$ cat config.mk
export PLATFORM = sky130hd
export DESIGN_NAME = i2c_fail_capture
export DESIGN_NICKNAME = d
export VERILOG_FILES = /design/src/rtl/fcap_pkg.sv /design/src/rtl/fcap_tracker.sv /design/src/rtl/fcap_trigger.sv /design/src/rtl/fcap_history.sv /design/src/rtl/i2c_fail_capture.sv
export SDC_FILE = /design/constraint.sdc
export NUM_CORES = 1
export LEC_CHECK = 0
export BUFFER_PORTS_ARGS = -buffer_cell sky130_fd_sc_hd__buf_2
export CAP_MARGIN = 20
export CORE_MARGIN = 8
export CORE_UTILIZATION = 40
export DETAILED_ROUTE_END_ITERATION = 8
export GPL_TIMING_DRIVEN = 0
export PLACE_DENSITY_LB_ADDON = 0.2
export RECOVER_POWER = 50
export SLEW_MARGIN = 20
export SYNTH_ARGS = -nofsm -noshare
export SYNTH_HDL_FRONTEND = slang
export SYNTH_SLANG_ARGS = --single-unit
$ cat constraint.sdc
create_clock -name clk -period 11.3 [get_ports clk]
set_input_delay 1.13 -clock clk [delete_from_list [all_inputs] [get_ports clk]]
set_output_delay 1.13 -clock clk [all_outputs]
set_load 0.01 [all_outputs]
$ cat src/rtl/fcap_pkg.sv
package fcap_pkg;
    localparam int TS_W   = 32;
    localparam int ID_W   = 16;
    localparam int HOLD_W = 16;
    localparam int LEN_W  = 8;
    localparam int BKT_W  = 2;
    localparam int ATT_W  = 3;

    typedef struct packed {
        logic [TS_W-1:0]   ts;
        logic [ID_W-1:0]   txn_id;
        logic [6:0]        addr;
        logic              rd;
        logic [7:0]        cmd;
        logic [LEN_W-1:0]  len;
        logic [BKT_W-1:0]  bucket;
        logic [ATT_W-1:0]  attempt;
        logic [HOLD_W-1:0] max_hold;
        logic              idle_before;
        logic              idle_after;
    } fcap_rec_t;

    localparam int REC_W = $bits(fcap_rec_t);

    function automatic logic [HOLD_W-1:0] hold_inc(input logic [HOLD_W-1:0] v);
        return (v == {HOLD_W{1'b1}}) ? v : v + 1'b1;
    endfunction

    function automatic logic [LEN_W-1:0] len_inc(input logic [LEN_W-1:0] v);
        return (v == {LEN_W{1'b1}}) ? v : v + 1'b1;
    endfunction
endpackage

$ cat src/rtl/fcap_tracker.sv
module fcap_tracker
    import fcap_pkg::*;
(
    input  logic                 clk,
    input  logic                 rst,
    input  logic                 txn_start,
    input  logic                 byte_valid,
    input  logic [7:0]           byte_data,
    input  logic                 scl_held,
    input  logic                 bus_idle,
    input  logic                 txn_end,
    input  logic [BKT_W-1:0]     end_bucket,
    input  logic [ATT_W-1:0]     end_attempt,
    output fcap_rec_t            rec
);
    logic [TS_W-1:0]   ts_cnt;
    logic [ID_W-1:0]   id_cnt;
    logic              active;
    logic              got_addr;
    logic [TS_W-1:0]   ts_q;
    logic [ID_W-1:0]   id_q;
    logic [6:0]        addr_q;
    logic              rd_q;
    logic [7:0]        cmd_q;
    logic [LEN_W-1:0]  len_q;
    logic              idle_b_q;
    logic [HOLD_W-1:0] run_q;
    logic [HOLD_W-1:0] max_q;
    logic [HOLD_W-1:0] run_n;

    always_comb run_n = scl_held ? hold_inc(run_q) : '0;

    always_ff @(posedge clk) begin
        if (rst) begin
            ts_cnt   <= '0;
            id_cnt   <= '0;
            active   <= 1'b0;
            got_addr <= 1'b0;
            ts_q     <= '0;
            id_q     <= '0;
            addr_q   <= '0;
            rd_q     <= 1'b0;
            cmd_q    <= '0;
            len_q    <= '0;
            idle_b_q <= 1'b0;
            run_q    <= '0;
            max_q    <= '0;
        end else begin
            ts_cnt <= ts_cnt + 1'b1;
            if (txn_start) begin
                active   <= 1'b1;
                got_addr <= 1'b0;
                ts_q     <= ts_cnt;
                id_q     <= id_cnt;
                id_cnt   <= id_cnt + 1'b1;
                addr_q   <= '0;
                rd_q     <= 1'b0;
                cmd_q    <= '0;
                len_q    <= '0;
                idle_b_q <= bus_idle;
                run_q    <= '0;
                max_q    <= '0;
            end else if (active) begin
                if (txn_end) active <= 1'b0;
                if (byte_valid) begin
                    if (!got_addr) begin
                        got_addr <= 1'b1;
                        addr_q   <= byte_data[7:1];
                        rd_q     <= byte_data[0];
                    end else begin
                        if (len_q == '0) cmd_q <= byte_data;
                        len_q <= len_inc(len_q);
                    end
                end
                run_q <= run_n;
                if (run_n > max_q) max_q <= run_n;
            end
        end
    end

    always_comb begin
        rec.ts          = ts_q;
        rec.txn_id      = id_q;
        rec.addr        = addr_q;
        rec.rd          = rd_q;
        rec.cmd         = cmd_q;
        rec.len         = len_q;
        rec.bucket      = end_bucket;
        rec.attempt     = end_attempt;
        rec.max_hold    = max_q;
        rec.idle_before = idle_b_q;
        rec.idle_after  = bus_idle;
    end


    id_step_chk: assert property (@(posedge clk) disable iff (rst)
        !txn_start |=> $stable(id_cnt));


    hold_order_chk: assert property (@(posedge clk) disable iff (rst)
        run_q <= max_q);
endmodule

$ cat src/rtl/fcap_trigger.sv
module fcap_trigger
    import fcap_pkg::*;
(
    input  logic              clk,
    input  logic              rst,
    input  fcap_rec_t         rec,
    input  logic              txn_end,
    input  logic [HOLD_W-1:0] hold_limit,
    input  logic              addr_filt_en,
    input  logic [6:0]        addr_filt,
    input  logic              cmd_filt_en,
    input  logic [7:0]        cmd_filt,
    output logic              hit
);
    logic failed;
    logic addr_ok;
    logic cmd_ok;

    always_comb begin
        failed  = (rec.bucket != '0) || (rec.max_hold > hold_limit);
        addr_ok = !addr_filt_en || (rec.addr == addr_filt);
        cmd_ok  = !cmd_filt_en  || (rec.cmd  == cmd_filt);
        hit     = failed && addr_ok && cmd_ok;
    end


    addr_block_chk: assert property (@(posedge clk) disable iff (rst)
        (txn_end && addr_filt_en && rec.addr != addr_filt) |-> !hit);


    bucket_fire_chk: assert property (@(posedge clk) disable iff (rst)
        (txn_end && rec.bucket != '0 && !addr_filt_en && !cmd_filt_en) |-> hit);
endmodule

$ cat src/rtl/fcap_history.sv
module fcap_history
    import fcap_pkg::*;
#(
    parameter int DEPTH = 8
) (
    input  logic                       clk,
    input  logic                       rst,
    input  fcap_rec_t                  rec_in,
    input  logic                       txn_end,
    input  logic                       hit,
    input  logic                       rearm,
    input  logic                       rd_step,
    output logic                       frozen,
    output logic [$clog2(DEPTH+1)-1:0] count,
    output fcap_rec_t                  rd_rec
);
    localparam int PTR_W = (DEPTH > 1) ? $clog2(DEPTH) : 1;
    localparam int CNT_W = $clog2(DEPTH+1);
    localparam logic [CNT_W-1:0] FULL = CNT_W'(DEPTH);

    fcap_rec_t         mem [DEPTH];
    logic [PTR_W-1:0]  wr_ptr;
    logic [CNT_W-1:0]  rd_off;
    logic              wr_en;
    logic [PTR_W-1:0]  oldest;
    logic [PTR_W:0]    idx_sum;
    logic [PTR_W-1:0]  rd_idx;

    assign wr_en = txn_end && !frozen && !rearm;

    for (genvar g = 0; g < DEPTH; g++) begin : g_slot
        always_ff @(posedge clk) begin
            if (wr_en && wr_ptr == PTR_W'(g)) mem[g] <= rec_in;
        end
    end

    always_ff @(posedge clk) begin
        if (rst || rearm) begin
            frozen <= 1'b0;
            count  <= '0;
            wr_ptr <= '0;
            rd_off <= '0;
        end else begin
            if (wr_en) begin
                wr_ptr <= (wr_ptr == PTR_W'(DEPTH-1)) ? '0 : wr_ptr + 1'b1;
                if (count != FULL) count <= count + 1'b1;
            end
            if (wr_en && hit) begin
                frozen <= 1'b1;
                rd_off <= '0;
            end else if (rd_step && count != '0) begin
                rd_off <= (rd_off == count - 1'b1) ? '0 : rd_off + 1'b1;
            end
        end
    end

    always_comb begin
        oldest  = (count == FULL) ? wr_ptr : '0;
        idx_sum = {1'b0, oldest} + (PTR_W+1)'(rd_off);
        if (idx_sum >= (PTR_W+1)'(DEPTH)) idx_sum = idx_sum - (PTR_W+1)'(DEPTH);
        rd_idx  = idx_sum[PTR_W-1:0];
        rd_rec  = (count == '0) ? '0 : mem[rd_idx];
    end


    frozen_hold_chk: assert property (@(posedge clk) disable iff (rst)
        (frozen && !rearm) |=> frozen);


    frozen_nowrite_chk: assert property (@(posedge clk) disable iff (rst)
        (frozen && !rearm) |=> ($stable(count) && $stable(wr_ptr)));


    freeze_cause_chk: assert property (@(posedge clk) disable iff (rst)
        (!frozen && !(txn_end && hit)) |=> !frozen);


    count_bound_chk: assert property (@(posedge clk) disable iff (rst)
        count <= FULL);


    rd_range_chk: assert property (@(posedge clk) disable iff (rst)
        (count != '0) |-> (rd_off < count));
endmodule

$ cat src/rtl/i2c_fail_capture.sv
module i2c_fail_capture
    import fcap_pkg::*;
#(
    parameter int DEPTH = 8
) (
    input  logic                       clk,
    input  logic                       rst,
    input  logic                       txn_start,
    input  logic                       byte_valid,
    input  logic [7:0]                 byte_data,
    input  logic                       scl_held,
    input  logic                       bus_idle,
    input  logic                       txn_end,
    input  logic [BKT_W-1:0]           end_bucket,
    input  logic [ATT_W-1:0]           end_attempt,
    input  logic [HOLD_W-1:0]          hold_limit,
    input  logic                       addr_filt_en,
    input  logic [6:0]                 addr_filt,
    input  logic                       cmd_filt_en,
    input  logic [7:0]                 cmd_filt,
    input  logic                       rearm,
    input  logic                       rd_step,
    output logic                       frozen,
    output logic [$clog2(DEPTH+1)-1:0] rec_count,
    output logic [REC_W-1:0]           rd_record
);
    fcap_rec_t cur_rec;
    fcap_rec_t out_rec;
    logic      hit;

    fcap_tracker u_tracker (
        .clk         (clk),
        .rst         (rst),
        .txn_start   (txn_start),
        .byte_valid  (byte_valid),
        .byte_data   (byte_data),
        .scl_held    (scl_held),
        .bus_idle    (bus_idle),
        .txn_end     (txn_end),
        .end_bucket  (end_bucket),
        .end_attempt (end_attempt),
        .rec         (cur_rec)
    );

    fcap_trigger u_trigger (
        .clk          (clk),
        .rst          (rst),
        .rec          (cur_rec),
        .txn_end      (txn_end),
        .hold_limit   (hold_limit),
        .addr_filt_en (addr_filt_en),
        .addr_filt    (addr_filt),
        .cmd_filt_en  (cmd_filt_en),
        .cmd_filt     (cmd_filt),
        .hit          (hit)
    );

    fcap_history #(.DEPTH(DEPTH)) u_history (
        .clk     (clk),
        .rst     (rst),
        .rec_in  (cur_rec),
        .txn_end (txn_end),
        .hit     (hit),
        .rearm   (rearm),
        .rd_step (rd_step),
        .frozen  (frozen),
        .count   (rec_count),
        .rd_rec  (out_rec)
    );

    assign rd_record = out_rec;
endmodule

==> impl_metrics.env <==
export IMPL_grt_pass1_wl_um=136500
export IMPL_fmax_mhz=136.2
export IMPL_synth_cell_types=62
export IMPL_drtIter0Drc=1750
export IMPL_rows=111
export IMPL_async_flop_share_pct=0
export IMPL_cts_resized=0
export IMPL_yosys_warnings=0
export IMPL_hold_viol=0
export IMPL_drive_gt1_share_pct=20.73
export IMPL_gp_congestion=0.8472
export IMPL_cp_start_kind="flop"
export IMPL_die_y_um=320.4
export IMPL_die_width_um=320.4
export IMPL_ant_nets=0
export IMPL_multi_input_area_um2=10250
export IMPL_dp_hpwl_um=59440
export IMPL_cp_end_kind="output port"
export IMPL_gr_usage_all_layers_pct=17.56
export IMPL_grt_pass1_vias=21490
export IMPL_violations="capacitance limit, slew limit"
export IMPL_ir_worst_vdd_v=0.00008457
export IMPL_via_per_inst=5.332
export IMPL_placed_cell_area_um2=39870
export IMPL_die_area_um2=102600
export IMPL_seq_area_um2=26170
export IMPL_crit_family="buffers and inverters"
export IMPL_initial_core_util_pct=40.36
export IMPL_overflow=0
export IMPL_synth_nets=2381
export IMPL_clk_latency_ns=0.64
export IMPL_clk_path_buf_depth=3
export IMPL_fin_skew_ns=0.02344
export IMPL_cts_htree_levels=3
export IMPL_cts_tree="done"
export IMPL_slew_headroom_pct=-96.65
export IMPL_pin_count=155
export IMPL_path_cells="inv_1, ha_1, and3b_1, and2_1, ha_1, fa_1, clkbuf_1, clkbuf_1, clkbuf_1, mux4_2, nand2_1, a21oi_1, buf_2"
export IMPL_ys_ff_latch=927
export IMPL_wirelength_um=91030
export IMPL_maxCapViolCount=3
export IMPL_tightest_slew_ns=2.950
export IMPL_worst_path_largest_cell_delay_ns=0.86
export IMPL_io_buffers=153
export IMPL_antenna_found_initial=5
export IMPL_grt_max_degree=37
export IMPL_syn_to_final_growth_pct=16.04
export IMPL_syn_area_um2=37050
export IMPL_fin_crit_sh_pct=64.98
export IMPL_placed_cells=3690
export IMPL_stdcell_count=3874
export IMPL_synth_top_area_share_pct=61.59
export IMPL_cts_sinks=927
export IMPL_num_nets_final=2650
export IMPL_period_minus_slack_ns=7.343
export IMPL_synth_cells=2277
export IMPL_synth_area_per_cell_um2=16.27
export IMPL_via_count=20660
export IMPL_n_fill_cell=7839
export IMPL_synth_most_common_cell="edfxtp_1"
export IMPL_cp_num_buf_inv=5
export IMPL_finalSetupTns_ns=0
export IMPL_cts_setup_buffers=0
export IMPL_fp_coreArea_um2=91800
export IMPL_cts_root_buf="clkbuf_16"
export IMPL_finalMaxSlewViolations=90
export IMPL_worstPathMaxFanout=10
export IMPL_required_ns=10.17
export IMPL_yosysSeqAreaShare_pct=70.62
export IMPL_synthTopCellsByArea="edfxtp_1 62%, mux4_2 12%, dfxtp_1 9.0%"
export IMPL_design_area_um2=43000
export IMPL_drt_pass1_iter_count=5
export IMPL_clk_pin_slew_ns=0.06
export IMPL_avgRoutedWirePerCell_um=23.50
export IMPL_slowest_stage="clkbuf_1"
export IMPL_status="complete, but fails checks"
export IMPL_synthTopCellsByCount="760 x edfxtp_1, 267 x nand2_1, 190 x mux4_2"
export IMPL_yosys_area_top_type="edfxtp_1"
export IMPL_drc=0
export IMPL_setup_viol=0
export IMPL_power_density_nw_per_um2=162.5
export IMPL_min_path_type="flop to flop"
export IMPL_p_leak_nw=15.30
export IMPL_critPathMostFrequentCell="clkbuf_1"
export IMPL_rsz0062_at_grt="false"
export IMPL_cts_hold_buf=0
export IMPL_synth_ff_type="edfxtp_1"
export IMPL_synth_edf_count=760
export IMPL_cts_made_buffers=97
export IMPL_path_class="flop to output port"
export IMPL_arrival_ns=6.21
cell usage in the layout, fill, tap and decap left out, types with 12 or more instances in the layout:
cell	synthesis	routed
inv_1	50	50
mux4_2	190	190
o21ai_0	24	25
edfxtp_1	760	760
nor3_1	22	22
buf_2	26	167
xnor2_1	48	47
nor2_1	137	137
nor4_1	11	12
clkinv_1	0	12
dfxtp_1	167	167
nand2b_1	12	12
a21oi_1	142	142
buf_16	0	15
and3_1	19	14
clkbuf_1	71	112
clkinv_2	0	18
mux2i_1	82	82
clkbuf_16	0	100
nand2_1	267	267
clkbuf_8	0	13
nand3_1	29	29
nand4_1	26	26
buf_1	18	15
xor2_1	29	29
ha_1	48	48
power breakdown:
group / internal [mW] / total, mW / switching [mW]
Clock: 1.87 / 3.14 / 1.28
Sequential: 3.68 / 3.69 / 0.0114
Combinational: 0.0567 / 0.156 / 0.0992
logic make-up after synthesis:
group,Yosys count,synth area share [%]
XOR/XNOR,77,1.820
AO/OA/AOI/OAI,209,3.276
AND/OR/NAND/NOR,575,6.990
multiplexers,274,13.82
flip-flops,927,70.62
adder cells (fa/ha/maj),49,1.675
buffers and inverters,166,1.800
layer usage:
layer / routed length, um / vias up / global-route usage (%)
met5: 0 / - / 0
met4: 2065 / 0 / 5.451
met3: 4616 / 118 / 2.601
met2: 44050 / 525 / 28.91
met1: 40290 / 10730 / 24.12
li1: - / 9280 / -
stage by stage:
stage / worst slack, ns / total power [mW] / utilization, % / hold slack (ns)
after CTS: 3.863 / 7.059 / 46.90 / 0.5061
final: 3.957 / 6.987 / 46.84 / 0.5006
after floorplan: 6.900 / 3.846 / - / 0.4486
after global placement: 4.090 / 3.914 / 42.89 / 0.4872
after global routing: 3.685 / 7.194 / 46.83 / 0.5338
after detailed placement: 4.589 / 3.919 / 43.43 / 0.4926
registers in the layout, indices dropped and copies added, names as in the netlist:
signal and flops:
u_history.count 4, u_history.frozen 1, u_history.mem 760, u_history.rd_off 4
u_history.wr_ptr 3, u_tracker.active 1, u_tracker.addr_q 7, u_tracker.cmd_q 8
u_tracker.got_addr 1, u_tracker.id_cnt 16, u_tracker.id_q 16, u_tracker.idle_b_q 1
u_tracker.len_q 8, u_tracker.max_q 16, u_tracker.rd_q 1, u_tracker.run_q 16
u_tracker.ts_cnt 32, u_tracker.ts_q 32
layout make-up:
cell class	count	share of cell area, %
clock buffers	140	6.472
plain buffers	116	1.120
diodes	2	0.01164
well taps	1243	3.617
repair buffers	170	2.741
flip-flops and latches	927	60.85
multi-input cells	1184	23.83
clock inverters	42	0.9195
inverters	50	0.4365
path summary, 6_finish.rpt:
check / start / endpoint / slack (ns) / depth (start not counted)
worst max-delay path: u_history.count[0] / rd_record[48] / 3.96 / 13
worst min-delay path: u_tracker.ts_cnt[0] / u_tracker.ts_cnt[0] / 0.50 / 1
worst max register to register: u_history.frozen / u_history.mem[0][36] / 6.14 / 4
worst min register to register: u_tracker.ts_cnt[0] / u_tracker.ts_cnt[0] / 0.50 / 1
Power figures use the tool's default switching activity.
